**config.mk**
```make
export PLATFORM = sky130hd
export DESIGN_NAME = dispatch_exit_ctrl
export DESIGN_NICKNAME = d
export VERILOG_FILES = /design/src/rtl/dx_pkg.sv /design/src/rtl/dx_strobe_sel.sv /design/src/rtl/dx_nest_cnt.sv /design/src/rtl/dx_exit_decode.sv /design/src/rtl/dispatch_exit_ctrl.sv
export SDC_FILE = /design/constraint.sdc
export NUM_CORES = 1
export LEC_CHECK = 0
export CORE_AREA = 2 2 58 60
export DETAILED_ROUTE_END_ITERATION = 8
export DIE_AREA = 0 0 60 62
export GPL_TIMING_DRIVEN = 0
export PLACE_DENSITY = 0.74
export SETUP_SLACK_MARGIN = 0.2
export SLEW_MARGIN = 20
export SYNTH_ARGS = -nofsm -noshare
export SYNTH_HDL_FRONTEND = slang
export SYNTH_SLANG_ARGS = --single-unit
```
**constraint.sdc**
```tcl
create_clock -name clk -period 2.05 [get_ports clk]
set_clock_uncertainty 0.1 [all_clocks]
set_input_delay 0.5125 -clock clk [delete_from_list [all_inputs] [get_ports clk]]
set_output_delay 0.5125 -clock clk [all_outputs]
set_load 0.05 [all_outputs]
```
**src/rtl/dx_pkg.sv**
```systemverilog
package dx_pkg;
   typedef enum logic [2:0] {
      TGT_NONE   = 3'd0,
      TGT_PROC   = 3'd1,
      TGT_LOWER  = 3'd2,
      TGT_DRET   = 3'd3,
      TGT_LAUNCH = 3'd4
   } dx_tgt_e;

   typedef enum logic [2:0] {
      OP_NONE = 3'd0,
      OP_DIS  = 3'd1,
      OP_ENA  = 3'd2,
      OP_REQ  = 3'd3,
      OP_EXIT = 3'd4
   } dx_op_e;
endpackage

```
**src/rtl/dx_strobe_sel.sv**
```systemverilog
module dx_strobe_sel
   import dx_pkg::*;
(
   input  logic   dis_i,
   input  logic   ena_i,
   input  logic   req_i,
   input  logic   ext_i,
   output dx_op_e op_o
);
   // one command per cycle: exit, then request, then enable, then disable
   always_comb begin
      if (ext_i)      op_o = OP_EXIT;
      else if (req_i) op_o = OP_REQ;
      else if (ena_i) op_o = OP_ENA;
      else if (dis_i) op_o = OP_DIS;
      else            op_o = OP_NONE;
   end
endmodule

```
**src/rtl/dx_nest_cnt.sv**
```systemverilog
module dx_nest_cnt #(
   parameter int CNT_W = 4
) (
   input  logic             clk,
   input  logic             rst_n,
   input  logic             inc_i,
   input  logic             dec_i,
   input  logic             set_pend_i,
   input  logic             clr_pend_i,
   output logic [CNT_W-1:0] cnt_o,
   output logic             pend_o
);
   localparam logic [CNT_W-1:0] CMAX = '1;
   localparam logic [CNT_W-1:0] ONE  = CNT_W'(1);

   logic [CNT_W-1:0] cnt_q;
   logic             pend_q;

   always_ff @(posedge clk) begin
      if (!rst_n) begin
         cnt_q <= '0;
      end else if (inc_i) begin
         if (cnt_q != CMAX) cnt_q <= cnt_q + ONE;
      end else if (dec_i) begin
         if (cnt_q != '0) cnt_q <= cnt_q - ONE;
      end
   end

   always_ff @(posedge clk) begin
      if (!rst_n)          pend_q <= 1'b0;
      else if (clr_pend_i) pend_q <= 1'b0;
      else if (set_pend_i) pend_q <= 1'b1;
   end

   assign cnt_o  = cnt_q;
   assign pend_o = pend_q;
endmodule

```
**src/rtl/dx_exit_decode.sv**
```systemverilog
module dx_exit_decode
   import dx_pkg::*;
#(
   parameter int MARK_W = 16,
   parameter int CMP_W  = 16
) (
   input  logic              frame_sign_i,
   input  logic [MARK_W-1:0] frame_mark_i,
   input  logic              base_sign_i,
   input  logic [MARK_W-1:0] base_mark_i,
   input  logic              cnt_nz_i,
   output dx_tgt_e           tgt_o,
   output logic              clr_pend_o
);
   logic same;

   generate
      if (CMP_W == MARK_W) begin : g_full_cmp
         assign same = (frame_mark_i == base_mark_i);
      end else begin : g_part_cmp
         assign same = (frame_mark_i[CMP_W-1:0] == base_mark_i[CMP_W-1:0]);
      end
   endgenerate

   always_comb begin
      clr_pend_o = 1'b0;
      if (!frame_sign_i) begin
         tgt_o = same ? TGT_PROC : TGT_LOWER;
      end else if (!base_sign_i) begin
         tgt_o = TGT_DRET;
      end else if (!cnt_nz_i) begin
         tgt_o      = TGT_LAUNCH;
         clr_pend_o = 1'b1;
      end else begin
         tgt_o = same ? TGT_PROC : TGT_DRET;
      end
   end
endmodule

```
**src/rtl/dispatch_exit_ctrl.sv**
```systemverilog
module dispatch_exit_ctrl
   import dx_pkg::*;
#(
   parameter int CNT_W   = 4,
   parameter int MARK_W  = 16,
   parameter int CMP_W   = 16,
   parameter int SEG_W   = 8,
   parameter int DEV_W   = 8,
   parameter int SYS_SEG = 1
) (
   input  logic              clk,
   input  logic              rst_n,
   input  logic              cmd_disable_i,
   input  logic              cmd_enable_i,
   input  logic              cmd_request_i,
   input  logic              cmd_exit_i,
   input  logic              frame_sign_i,
   input  logic [MARK_W-1:0] frame_mark_i,
   input  logic              base_sign_i,
   input  logic [MARK_W-1:0] base_mark_i,
   input  logic [SEG_W-1:0]  seg_i,
   input  logic [DEV_W-1:0]  dev_i,
   output logic              tgt_vld_o,
   output logic [2:0]        tgt_code_o,
   output logic              dev_rst_o,
   output logic [DEV_W-1:0]  dev_num_o,
   output logic              fetch_o,
   output logic              halt_o
);
   localparam logic [SEG_W-1:0] SYS_SEG_V = SEG_W'(SYS_SEG);
   localparam logic [CNT_W-1:0] CNT_ONE   = CNT_W'(1);

   generate
      if (CNT_W < 1 || CNT_W > 16) begin : g_bad_cnt
         $error("dispatch_exit_ctrl: CNT_W must be 1..16");
      end
      if (CMP_W < 1 || CMP_W > MARK_W) begin : g_bad_cmp
         $error("dispatch_exit_ctrl: CMP_W must be 1..MARK_W");
      end
      if (SYS_SEG < 0 || SYS_SEG >= (1 << SEG_W)) begin : g_bad_seg
         $error("dispatch_exit_ctrl: SYS_SEG does not fit SEG_W");
      end
   endgenerate

   dx_op_e           op;
   logic [CNT_W-1:0] cnt_w;
   logic             pend_w;
   logic             nz, last;
   dx_tgt_e          exit_tgt;
   logic             exit_clr;
   logic             inc, dec, set_pend, clr_pend;

   dx_strobe_sel u_sel (
      .dis_i (cmd_disable_i),
      .ena_i (cmd_enable_i),
      .req_i (cmd_request_i),
      .ext_i (cmd_exit_i),
      .op_o  (op)
   );

   assign nz   = (cnt_w != '0);
   assign last = (cnt_w == CNT_ONE);

   dx_exit_decode #(.MARK_W(MARK_W), .CMP_W(CMP_W)) u_dec (
      .frame_sign_i (frame_sign_i),
      .frame_mark_i (frame_mark_i),
      .base_sign_i  (base_sign_i),
      .base_mark_i  (base_mark_i),
      .cnt_nz_i     (nz),
      .tgt_o        (exit_tgt),
      .clr_pend_o   (exit_clr)
   );

   assign inc      = (op == OP_DIS);
   assign dec      = (op == OP_ENA) && nz;
   assign set_pend = (op == OP_REQ) && nz;
   assign clr_pend = ((op == OP_EXIT) && exit_clr) || ((op == OP_ENA) && last);

   dx_nest_cnt #(.CNT_W(CNT_W)) u_cnt (
      .clk        (clk),
      .rst_n      (rst_n),
      .inc_i      (inc),
      .dec_i      (dec),
      .set_pend_i (set_pend),
      .clr_pend_i (clr_pend),
      .cnt_o      (cnt_w),
      .pend_o     (pend_w)
   );

   logic             vld_d;
   dx_tgt_e          code_d;
   logic             rst_d;

   always_comb begin
      vld_d  = 1'b0;
      code_d = TGT_NONE;
      unique case (op)
         OP_EXIT: begin
            vld_d  = 1'b1;
            code_d = exit_tgt;
         end
         OP_REQ: if (!nz) begin
            vld_d  = 1'b1;
            code_d = TGT_LAUNCH;
         end
         OP_ENA: if (last && pend_w) begin
            vld_d  = 1'b1;
            code_d = TGT_LAUNCH;
         end
         default: ;
      endcase
   end

   assign rst_d = (op == OP_EXIT) && (seg_i != SYS_SEG_V);

   always_ff @(posedge clk) begin
      if (!rst_n) begin
         tgt_vld_o  <= 1'b0;
         tgt_code_o <= 3'd0;
         dev_rst_o  <= 1'b0;
         dev_num_o  <= '0;
         fetch_o    <= 1'b0;
         halt_o     <= 1'b0;
      end else begin
         tgt_vld_o  <= vld_d;
         tgt_code_o <= code_d;
         dev_rst_o  <= rst_d;
         dev_num_o  <= rst_d ? dev_i : '0;
         fetch_o    <= set_pend;
         halt_o     <= halt_o | ((op == OP_ENA) && !nz);
      end
   end
endmodule

```
Word-level counts from Yosys, hierarchy flattened. Cells that the tools add are included.

Register bits after elaboration: 20. Input port bits: 56. Output and inout port bits: 15. Word-level logic and storage cells: 57.

$add $sub $neg: 2. Eq/ne operators: 9. Multiplexer cells: 21. Bitwise operators: 2. Reduce and logical (&&, ||, !) cells: 15.

Operators by type and width (number): $mux W3 (8); $eq A16 B16 Y1 (1); $mux W4 (4); $pmux W3 S3 (1); $ne A8 B1 Y1 const B (1); $logic_and A1 B1 Y1 (7); $eq A3 B2 Y1 const B (2); $mux W1 (5); $add A4 B1 Y4 const B (1); $eq A4 B1 Y1 const B (1); $mux W2 (2); $ne A4 B4 Y1 const B (1); $reduce_bool A2 Y1 (2); $reduce_bool A4 Y1 (1); $sub A4 B1 Y4 const B (1); $eq A3 B1 Y1 const B (1); $eq A3 B3 Y1 const B (1); $pmux W1 S3 (1); $reduce_and A3 Y1 (1); $ne A2 B1 Y1 const B (1); $reduce_and A2 Y1 (1); $reduce_or A2 Y1 (1); $logic_not A1 Y1 (1); $logic_or A1 B1 Y1 (1); other kinds (2) (2).

Longest topological paths before layout.
Word-level depth: 8. Mapped depth: 6. Depth with buffers taken out: 6.

Hierarchy. From an unflattened synthesis, not the netlist that was laid out.

Cell total of the unflattened synthesis: 114. Area total of the unflattened synthesis: 1073.5 sq um.

By module, submodules not included: dispatch_exit_ctrl (instances 1, cells each 49, area each 539.3 sq um, seq. area each 300.3 sq um); dx_nest_cnt (instances 1, cells each 32, area each 287.8 sq um, seq. area each 100.1 sq um); dx_exit_decode (instances 1, cells each 27, area each 212.7 sq um, seq. area each 0.0 sq um); dx_strobe_sel (instances 1, cells each 6, area each 33.8 sq um, seq. area each 0.0 sq um).

Worst setup path after synthesis. OpenSTA, ideal clock, no wires.

Path kind: input port to flip-flop. Start point: input port cmd_enable_i. End point: register u_cnt.cnt_q[2], in the netlist u_cnt.cnt_o[2]. Library setup time: 0.070 ns. Data arrival time: 1.498 ns. Data required time: 1.880 ns. Slack: 0.382 ns. Stages on the path: 4. Buffers on the path: 0. Cell sequence: nor4b_4 > a22oi_2 > or3_1 > a21oi_1.

Word-level cells in the longest chain between the ends: 7. Elaborated cells on any way between the ends: 11.

RTL lines: start, declared (line dispatch_exit_ctrl.sv:14) `input logic cmd_enable_i,`; $mux W3 * (line dx_strobe_sel.sv:14) `else if (ena_i) op_o = OP_ENA;`; $mux W3 * (line dx_strobe_sel.sv:13) `else if (req_i) op_o = OP_REQ;`; $mux W3 * (line dx_strobe_sel.sv:12) `if (ext_i) op_o = OP_EXIT;`; $eq A3 B2 Y1 (line dispatch_exit_ctrl.sv:75) `assign dec = (op == OP_ENA) && nz;`; $logic_and A1 B1 Y1 (line dispatch_exit_ctrl.sv:75); $reduce_bool A2 Y1 (no line); $reduce_and A3 Y1 (no line); end signal, assigned (line dx_nest_cnt.sv:23) `if (cnt_q != CMAX) cnt_q <= cnt_q + ONE;`; end signal, assigned (line dx_nest_cnt.sv:25) `if (cnt_q != '0) cnt_q <= cnt_q - ONE;`; end, declared (line dx_nest_cnt.sv:16) `logic [CNT_W-1:0] cnt_q;`.

Every way passes the cells marked *; elsewhere a longest branch is shown, timed or not. A chain may end at the register's enable or synchronous reset.

Worst setup path in the final report.
Start point: input port cmd_request_i. End point: register u_cnt.cnt_q[3], in the netlist u_cnt.cnt_o[3].

Word-level cells in the longest chain between the ends: 6. Elaborated cells on any way between the ends: 10.

RTL lines: start, declared (line dispatch_exit_ctrl.sv:15) `input logic cmd_request_i,`; $mux W3 * (line dx_strobe_sel.sv:13); $mux W3 * (line dx_strobe_sel.sv:12); $eq A3 B2 Y1 (line dispatch_exit_ctrl.sv:75); $logic_and A1 B1 Y1 (line dispatch_exit_ctrl.sv:75); $reduce_bool A2 Y1 (no line); $reduce_and A3 Y1 (no line).

Marked as above.

==> summary.txt <==
Run status
  • Outcome: complete, no violations

Critical path
  • Worst setup SP type: input pin
  • Top cell family by delay on the critical path: simple AND/OR/NAND/NOR gates
  • Bufs and invs on worst path: 2
  • Critical path's slowest cell: or3_1
  • CP Depth: 6
  • Reg2reg path depth: 6
  • WP data required: 2180 ps
  • Reg2reg end: u_cnt.cnt_o[2]$_SDFFE_PN0P_
  • CP peak stage delay: 390 ps
  • Reg-to-Reg Start: u_cnt.cnt_o[1]$_SDFFE_PN0P_
  • Setup crit end kind: flip-flop
  • Critical path arrival: 1910 ps
  • CP Class: input pin to flip-flop
  • Flop2flop setup slack: 310 ps
  • Crit path cell chain: dlygate4sd2_1 -> nor4b_4 -> buf_4 -> mux2i_2 -> or3_1 -> a21oi_2
  • CP Max Fanout: 3

GRT
  • Grt ovf: 0
  • Largest net degree at the start of global routing: 12
  • GRT Resource Usage Total: 16.2%
  • Initial antenna violation count: 0
  • Vias in the first global route: 1090
  • First-pass GRT wire length: 4440 um

Logic synthesis
  • Yosys top cell by area: dfxtp_1
  • Synth cell count leaders: dfxtp_1, xnor2_1, a21oi_1, and2_1, nand4_1
  • Post-synth cell types: 29
  • Synth Net Count: 162
  • Compound-gate portion of the synthesized area: 11.7%
  • Post-synthesis mux area share: 2.01%
  • Async set-or-reset flop fraction in the synthesized netlist: 0%
  • #FFs+latches synth: 20
  • Synth area leaders: dfxtp_1, xnor2_1, and2_1, ha_1, a21oi_1
  • Register area share after synthesis: 40.3%
  • Syn avg cell area: 9.75 um2
  • Yosys Warn Count: 0
  • Post-Synth Adder-Cell Area: 5.03%
  • Main combinational cell family by area after synthesis: simple AND/OR/NAND/NOR gates
  • Synth Cell Area: 995 um2
  • Most frequent cell after synthesis: dfxtp_1
  • Prevailing post-synth register cell: dfxtp_1
  • EDFF count, synth: 0
  • Post-Synth Simple-Gate Area: 24.5%
  • Post-Syn Instances: 102
  • Xor/xnor share of the synthesized area: 15.0%
  • Yosys top cell area share: 40.3%

Clock tree
  • Worst-path clk slew: 110 ps
  • Num CTS Buffers: 3
  • CTS H-tree lvls: 1
  • Root Buffer: clkbuf_4
  • CTS sink count: 20
  • CTS tree: built
  • Clk buf depth: 2
  • Clock Latency Late Sink: 290 ps

STA
  • Final Max Tran Viols: 0
  • Worst slew pin tran: 523 ps
  • RSZ-0062 raised after global routing: false
  • Setup TNS: 0 ps
  • Fmax: 564 MHz
  • Max transition margin: 65.3%
  • Final Hold Vio Count: 0
  • Fin crit share: 86.5%
  • Final setup fails: 0
  • Tmin final: 1770 ps

Routing
  • Pre-Repair DR Iteration Count: 4
  • Post-DRT Antenna Nets: 0
  • Drt initial violations: 25
  • Post-DR vias/cell: 4.59
  • Via count: 1037
  • Final wirelength: 2790 um
  • Routed WL per cell: 12.3 um
  • DRC errors left: 0

Layout
  • Layout Cells excl Fill: 226
  • Sequential cell area: 403 um2
  • Final #Nets: 241
  • Multi-input logic area: 596 um2
  • Layout area overhead: 82.5%
  • Final antenna diode count: 0
  • Share of cells above drive strength 1: 11.7%
  • Fillers: 307

Die
  • Core Region: 3180 um2
  • Chip height: 62 um
  • Die area: 3720 um2
  • Starting Density: 31.3%
  • I/O Pins: 71
  • Die width: 60 um
  • Rows: 21

Min path
  • Hold Crit Depth: 2
  • HP Start: halt_o$_SDFF_PN0_
  • WHS Endpoint: halt_o$_SDFF_PN0_
  • Worst hold path type: flip-flop to flip-flop

Power
  • LEAKAGE: 0.000756 uW
  • Power per cell area: 630 nW/um2
  • Peak VDD IR: 0.000225 V
  • Pwr Total: 1140 uW

Placement
  • Placed Cells: 218
  • Hpwl dp: 2380 um
  • Port buffer count: 70
  • RePlAce Congestion: 0.757

Run
  • Max-cap violations: 0
-- registers in the layout (all words and copies together), names as in the netlist --
name,flops
u_cnt.pend_o,1
u_cnt.cnt_o,4
tgt_code_o,3
halt_o,1
fetch_o,1
dev_num_o,8
dev_rst_o,1
tgt_vld_o,1
-- worst register-to-register path: cells and delay by family, from the launching register on --
| kind | cells | cell delay [ps] |
|---|---|---|
| fa+ha+maj | 1 | 140 |
| simple gates | 2 | 570 |
| buf+inv | 1 | 80 |
| compound gates | 2 | 370 |
| flops | 1 | 370 |
-- layout make-up --
type	count	share of cell area, %
inverters	4	0.827
well taps	46	3.17
clock buffers	4	2.00
repair buffers	74	39.0
flip-flops and latches	20	22.2
multi-input cells	78	32.8
-- placed cells by master, fill, tap and decap left out, types with 2 or more instances in the layout --
cell / synthesis / layout
a22oi_1: 2 / 2
inv_2: 0 / 2
nand4_1: 5 / 5
nor4_1: 2 / 2
dfxtp_1: 20 / 18
xnor2_1: 17 / 17
nor3_1: 2 / 2
clkbuf_4: 0 / 3
clkdlybuf4s50_1: 0 / 51
dfxtp_2: 0 / 2
nand2_1: 3 / 3
buf_4: 0 / 4
ha_1: 4 / 4
nor2_1: 3 / 3
and3_1: 3 / 3
and2_1: 8 / 8
inv_1: 4 / 2
a21oi_1: 8 / 7
or3_1: 2 / 2
nand2b_1: 2 / 2
o21ai_1: 0 / 2
dlygate4sd2_1: 0 / 16
-- cell families (layout without fill, tap and decap cells) --
kind of cell               count (synthesis)  after routing
buffers and inverters                      4             82
xor gates and xnor gates                  17             17
AOI/OAI and AO/OA                         18             18
DFF                                       20             20
muxes                                      2              2
and+or+nand+nor                           37             37
adders and majority gates                  4              4
-- metal layers --
metal | vias up | routed length (um) | part of all wire (%) | GRT usage [%]
met5 | - | 0 | 0 | 0
met4 | 0 | 72 | 2.6 | 7.62
met3 | 8 | 232 | 8.3 | 3.31
met2 | 54 | 1490 | 54 | 33.7
met1 | 460 | 990 | 36 | 14.6
li1 | 515 | - | - | -
-- stage by stage --
stage	hold WS, ps	util [%]	worst slack [ps]	area, um2
floorplan	393	-	382	995
global placement	365	55.1	-283	1750
detailed placement	384	55.1	-310	1750
CTS	417	56.5	241	1800
global route	434	57.1	201	1820
finish	421	57.1	277	1820
-- what timing repair did --
| item | in CTS | in global routing |
|---|---|---|
| pin swaps | 1 | 4 |
| hold buffers | 0 | 0 |
| endpoints found under the setup margin | 17 | 5 |
| setup buffers | 3 | 1 |
| gates resized for setup | 19 | 13 |
-- worst max-delay path by stage --
| stage | startpoint | end | slack [ps] |
|---|---|---|---|
| CTS | cmd_disable_i | u_cnt.cnt_o[3]$_SDFFE_PN0P_ | 240 |
| finish | cmd_request_i | u_cnt.cnt_o[3]$_SDFFE_PN0P_ | 280 |
| global route | u_cnt.cnt_o[1]$_SDFFE_PN0P_ | u_cnt.cnt_o[3]$_SDFFE_PN0P_ | 200 |
| floorplan | cmd_enable_i | u_cnt.cnt_o[2]$_SDFFE_PN0P_ | 380 |
| detailed placement | cmd_exit_i | u_cnt.cnt_o[3]$_SDFFE_PN0P_ | -310 |
| global placement | cmd_exit_i | u_cnt.cnt_o[2]$_SDFFE_PN0P_ | -280 |
-- power breakdown --
part           switching [uW]  total [uW]  leakage [uW]  internal, uW
clock network             114         222     0.0000210           108
logic                     223         462      0.000570           239
registers                31.4         460      0.000165           428
total                     368        1140      0.000756           775
Note: power is estimated with default switching activity, not from simulation.
